<file path="src/rtl/irq_gate_pkg.sv">
package irq_gate_pkg;
  localparam int unsigned VEC_W = 12;
  localparam logic [VEC_W-1:0] VEC_CODE = 12'hA00;

  typedef enum logic [1:0] {
    SEL_STATUS = 2'd0,
    SEL_EN_SET = 2'd1,
    SEL_EN_CLR = 2'd2,
    SEL_SPARE  = 2'd3
  } reg_sel_e;
endpackage

</file>
<file path="src/rtl/irq_rst_sync.sv">
module irq_rst_sync #(
  parameter int unsigned STAGES = 2
) (
  input  logic clk,
  input  logic arst_n,
  output logic rst_n_o
);
  logic [STAGES-1:0] sync_q;
  logic [STAGES-1:0] sync_d;

  always_comb sync_d = {sync_q[STAGES-2:0], 1'b1};

  always_ff @(posedge clk or negedge arst_n) begin
    if (!arst_n) sync_q <= '0;
    else         sync_q <= sync_d;
  end

  assign rst_n_o = sync_q[STAGES-1];
endmodule

</file>
<file path="src/rtl/irq_enable_reg.sv">
module irq_enable_reg #(
  parameter int unsigned DATA_W = 32
) (
  input  logic              clk,
  input  logic              rst_n,
  input  logic [DATA_W-1:0] set_mask,
  input  logic [DATA_W-1:0] clr_mask,
  output logic [DATA_W-1:0] en_o
);
  logic [DATA_W-1:0] en_q;
  logic [DATA_W-1:0] en_d;
  logic              en_ce;

  // A clear beats a set on the same bit.
  always_comb begin
    en_ce = |(set_mask | clr_mask);
    en_d  = (en_q | set_mask) & ~clr_mask;
  end

  always_ff @(posedge clk or negedge rst_n) begin
    if (!rst_n)     en_q <= '0;
    else if (en_ce) en_q <= en_d;
  end

  assign en_o = en_q;

  AST_SET_TAKES: assert property (@(posedge clk) disable iff (!rst_n)
    (|(set_mask & ~clr_mask)) |=> ((en_q & $past(set_mask & ~clr_mask)) == $past(set_mask & ~clr_mask)));
  AST_CLR_TAKES: assert property (@(posedge clk) disable iff (!rst_n)
    (|clr_mask) |=> ((en_q & $past(clr_mask)) == '0));
endmodule

</file>
<file path="src/rtl/irq_status_reg.sv">
module irq_status_reg #(
  parameter int unsigned EVT_W = 31
) (
  input  logic             clk,
  input  logic             rst_n,
  input  logic [EVT_W-1:0] evt_i,
  input  logic [EVT_W-1:0] clr_mask,
  output logic [EVT_W-1:0] stat_o
);
  logic [EVT_W-1:0] stat_q;
  logic [EVT_W-1:0] stat_d;
  logic             stat_ce;

  // A new event beats a clear of the same bit.
  always_comb begin
    stat_ce = |(evt_i | clr_mask);
    stat_d  = (stat_q & ~clr_mask) | evt_i;
  end

  always_ff @(posedge clk or negedge rst_n) begin
    if (!rst_n)       stat_q <= '0;
    else if (stat_ce) stat_q <= stat_d;
  end

  assign stat_o = stat_q;

  AST_EVT_CAPTURED: assert property (@(posedge clk) disable iff (!rst_n)
    (|evt_i) |=> ((stat_q & $past(evt_i)) == $past(evt_i)));
  AST_STAT_CLEARED: assert property (@(posedge clk) disable iff (!rst_n)
    (|(clr_mask & ~evt_i)) |=> ((stat_q & $past(clr_mask & ~evt_i)) == '0));
endmodule

</file>
<file path="src/rtl/irq_req_gen.sv">
module irq_req_gen #(
  parameter int unsigned EVT_W = 31
) (
  input  logic             clk,
  input  logic             rst_n,
  input  logic [EVT_W-1:0] stat_i,
  input  logic [EVT_W-1:0] ev_en_i,
  input  logic             master_i,
  output logic             irq_o
);
  logic [EVT_W-1:0] match;
  logic             irq_d;
  logic             irq_q;

  for (genvar b = 0; b < EVT_W; b++) begin : g_match
    assign match[b] = stat_i[b] & ev_en_i[b];
  end

  always_comb irq_d = master_i & (|match);

  always_ff @(posedge clk or negedge rst_n) begin
    if (!rst_n) irq_q <= 1'b0;
    else        irq_q <= irq_d;
  end

  assign irq_o = irq_q;

  AST_REQ_RISES: assert property (@(posedge clk) disable iff (!rst_n)
    (master_i && (|(stat_i & ev_en_i))) |=> irq_q);
  AST_REQ_MASTER_OFF: assert property (@(posedge clk) disable iff (!rst_n)
    !master_i |=> !irq_q);
endmodule

</file>
<file path="src/rtl/irq_gate_ctrl.sv">
module irq_gate_ctrl
  import irq_gate_pkg::*;
#(
  parameter int unsigned DATA_W = 32
) (
  input  logic              clk,
  input  logic              rst_n,
  input  logic              bus_we,
  input  logic [1:0]        bus_addr,
  input  logic [DATA_W-1:0] bus_wdata,
  output logic [DATA_W-1:0] bus_rdata,
  input  logic [DATA_W-2:0] evt_pulse,
  output logic              irq_req,
  output logic [VEC_W-1:0]  irq_code
);
  localparam int unsigned EVT_W      = DATA_W - 1;
  localparam int unsigned MASTER_BIT = DATA_W - 1;

  logic              rst_n_s;
  logic [DATA_W-1:0] set_mask, en_clr_mask, en_q;
  logic [EVT_W-1:0]  st_clr_mask, stat_q;

  irq_rst_sync #(.STAGES(2)) u_rst (
    .clk(clk), .arst_n(rst_n), .rst_n_o(rst_n_s)
  );

  always_comb begin
    set_mask    = (bus_we && bus_addr == SEL_EN_SET) ? bus_wdata : '0;
    en_clr_mask = (bus_we && bus_addr == SEL_EN_CLR) ? bus_wdata : '0;
    st_clr_mask = (bus_we && bus_addr == SEL_STATUS) ? bus_wdata[EVT_W-1:0] : '0;
  end

  irq_enable_reg #(.DATA_W(DATA_W)) u_en (
    .clk(clk), .rst_n(rst_n_s), .set_mask(set_mask), .clr_mask(en_clr_mask), .en_o(en_q)
  );

  irq_status_reg #(.EVT_W(EVT_W)) u_stat (
    .clk(clk), .rst_n(rst_n_s), .evt_i(evt_pulse), .clr_mask(st_clr_mask), .stat_o(stat_q)
  );

  irq_req_gen #(.EVT_W(EVT_W)) u_req (
    .clk(clk), .rst_n(rst_n_s), .stat_i(stat_q), .ev_en_i(en_q[EVT_W-1:0]),
    .master_i(en_q[MASTER_BIT]), .irq_o(irq_req)
  );

  always_comb begin
    unique case (bus_addr)
      SEL_STATUS:            bus_rdata = {1'b0, stat_q};
      SEL_EN_SET, SEL_EN_CLR: bus_rdata = en_q;
      default:               bus_rdata = '0;
    endcase
  end

  always_comb irq_code = irq_req ? VEC_CODE : '0;

  AST_REQ_NEEDS_MASTER: assert property (@(posedge clk) disable iff (!rst_n_s)
    irq_req |-> $past(en_q[MASTER_BIT]));
endmodule

</file>
<file path="config.mk">
export PLATFORM = sky130hd
export DESIGN_NAME = irq_gate_ctrl
export DESIGN_NICKNAME = d
export VERILOG_FILES = /design/src/rtl/irq_gate_pkg.sv /design/src/rtl/irq_rst_sync.sv /design/src/rtl/irq_enable_reg.sv /design/src/rtl/irq_status_reg.sv /design/src/rtl/irq_req_gen.sv /design/src/rtl/irq_gate_ctrl.sv
export SDC_FILE = /design/constraint.sdc
export NUM_CORES = 1
export LEC_CHECK = 0
export ABC_AREA = 1
export BUFFER_PORTS_ARGS = -buffer_cell sky130_fd_sc_hd__buf_2
export CAP_MARGIN = 20
export CORE_MARGIN = 2
export CORE_UTILIZATION = 51
export DETAILED_ROUTE_END_ITERATION = 10
export PLACE_DENSITY = 0.8
export SLEW_MARGIN = 20
export SYNTH_ARGS = -nofsm -noshare
export SYNTH_HDL_FRONTEND = slang
export SYNTH_SLANG_ARGS = --single-unit
</file>
<file path="constraint.sdc">
create_clock -name clk -period 2.5 [get_ports clk]
set_input_delay 0.5 -clock clk [delete_from_list [all_inputs] [get_ports clk]]
set_output_delay 0.5 -clock clk [all_outputs]
set_load 0.01 [all_outputs]
</file>
==> out/qor.csv <==
metric,value,unit
status,"finished, final reports clean",
slew_headroom,57.9,%
grt.busiest_layer,met2,
drive_above_1_share,22.1,%
vdd.ir_drop.worst,336,uV
htree_levels,3,
p_int,0.00183,W
cts_root_buf,clkbuf_8,
start_kind,input pin,
clock-sinks,66,
p_leak,2.24,nW
grtUsageMet1,33.5,%
p_sw,0.000805,W
seq_power_share,49.2,%
io_buffers,102,
yosysTopAreaCellShare,47.8,%
hold_slack,0.291,ns
grt_pass1_vias,3018,
dieArea,7440,sq um
final_nets,618,
wl_per_cell,13.5,um
netlist_area,3450,sq um
die_y,86.3,um
grt_max_degree,41,
cts.path.max_buffers,2,
syn_inst,447,
rows,29,
tightest_slew,0.631,ns
setup_tns,0,ns
core,6460,sq um
diodes,0,
post-route-min-period,2.08,ns
p_sw_share,30.5,%
end_kind,output port,
period_share,83.2,%
drt_iter0_drc,174,
path_class,in2out,
start_util,53.4,%
ys_seq_elements,66,
fmax,481,MHz
use_met2,37.6,%
vias,3177,
drc,0,
finalMaxSlewViolations,0,
synth_edf_count,0,
rsz0062_at_grt,false,
crit_arrival,1.58,ns
async_flop_share,100,%
path_clk_slew,0.07,ns
powerDensity,636,nW/um^2
hp-class,reg2async,
ant_nets,0,
required,2.00,ns
synth.area.top_cells,"dfrtp_1 (48%), nand2_1 (16%), inv_1 (6.5%)",
cts_buffers,9,
dp_hpwl,5780,um
via_per_inst,5.08,
critical_path.startpoint,bus_addr[0],
ctsResizeCount,0,
yosysTopAreaCell,dfrtp_1,
insertion_delay,0.34,ns
overflow,0,
fin_skew,0.00890,ns
comb_power_share,22.7,%
met3_usage,4.48,%
path_max_fanout,32,
cts_tree,built,
area_growth,20.2,%
yosys-top-cells-count,"nand2_1 (147), dfrtp_1 (66), inv_1 (60)",
ys_seq_area_share,47.8,%
slowest_delay,0.31,ns
io_pins,113,
power,0.00264,W
crit_chain,buf_2 -> inv_1 -> ha_1 -> buf_12 -> nand2_1 -> a21oi_1 -> buf_2,
syn_avg_cell_area,7.72,sq um
grt_pass1_wl,13900,um
yosys.cell_count.top_type,nand2_1,
final-setup-viol-count,0,
synth.distinct_cells,19,
grtUsageTotal,23.7,%
clkPwrFrac,28.0,%
yosysWarnings,0,
drt-pass1-iter-count,4,
drv_cap,0,
gp_congestion,0.791,
crit_top_cell,buf_2,
hold_viol,0,
die_x,86.3,um
worstReg2RegStart,u_en.en_o[14],
cp_slowest_cell,ha_1,
synth_top_flop_cell,dfrtp_1,
drt_wl_total,8440,um
antenna_found_initial,0,
==> layer usage <==
metal | part of all wire, % | vias to the layer above
li1 | - | 1579
met2 | 47 | 93
met5 | 0 | -
met4 | 0.68 | 0
met3 | 4.6 | 8
met1 | 48 | 1497
==> sequential cells by signal, summed over array words and instances, names as in the netlist <==
name / flops
u_en.en_o: 32
u_req.irq_o: 1
u_stat.stat_o: 31
u_rst.sync_q: 2
==> critical path: cells and delay by family <==
kind | cells | cell delay, ns
buffers and inverters | 4 | 0.53
AOI/OAI and AO/OA | 1 | 0.16
and+or+nand+nor | 1 | 0.07
adders and majority gates | 1 | 0.31
==> cells in the final DEF, fill, tap and decap left out, types with 8 or more instances in the layout <==
cell type	count
nand2_1	147
conb_1	11
a21oi_1	32
nor2_1	33
o21ai_0	20
a2bb2oi_1	23
nand3_1	8
a22oi_1	9
buf_2	102
inv_1	60
dfrtp_1	65
a21o_1	8
clkbuf_8	10
==> what timing repair did <==
action                                 CTS  global route
hold buffers                             1             0
buffers inserted                         0             0
endpoints found under the hold margin    2             0
==> path summary, 6_finish.rpt <==
path / to / slack (ns) / cells after the start
hold / removal: u_stat.stat_o[23] / 0.29 / 0
setup reg to reg: u_req.irq_o / 1.47 / 6
max in group asynchronous: u_en.en_o[10] / 1.58 / 1
setup / recovery: bus_rdata[6] / 0.42 / 7
hold reg to reg: u_stat.stat_o[23] / 0.29 / 0
min in group clk: u_stat.stat_o[4] / 0.34 / 2
==> final cells by class <==
| type | count | area [sq um] |
|---|---|---|
| clock buffer | 12 | 145 |
| clock inverter | 1 | 5.00 |
| fill | 583 | 2310 |
| inverter | 61 | 229 |
| multi-input combinational | 299 | 1420 |
| sequential | 66 | 1650 |
| tap | 77 | 96.3 |
| timing repair buffer | 109 | 603 |
==> kinds of logic (layout without fill, tap and decap cells) <==
logic type | Yosys count | count (layout) | synth area share (%)
and+or+nand+nor | 189 | 189 | 20.9
AOI/OAI and AO/OA | 95 | 95 | 17.5
buffers and inverters | 91 | 183 | 12.1
DFF | 66 | 66 | 47.8
adders and majority gates | 4 | 4 | 1.45
other | 2 | 11 | 0.218
==> metrics by stage <==
step | utilization, % | instance area (sq um) | setup slack (ns) | instances
after floorplan | - | 3490 | 0.526 | 456
after CTS | 64.2 | 4150 | 0.413 | 625
after global routing | 64.2 | 4150 | 0.321 | 625
final | 64.2 | 4150 | 0.419 | 625
after global placement | 61.8 | 3990 | 0.440 | 611
after detailed placement | 61.8 | 3990 | 0.412 | 611
==> power by group through the flow <==
stage               logic [W]  registers, W  clock network (W)
floorplan            0.000400       0.00130                  0
global placement     0.000584       0.00131                  0
detailed placement   0.000601       0.00132                  0
CTS                  0.000604       0.00130           0.000755
global route         0.000676       0.00132           0.000797
finish               0.000600       0.00130           0.000740
No activity file was read; power rests on OpenSTA's default activity.
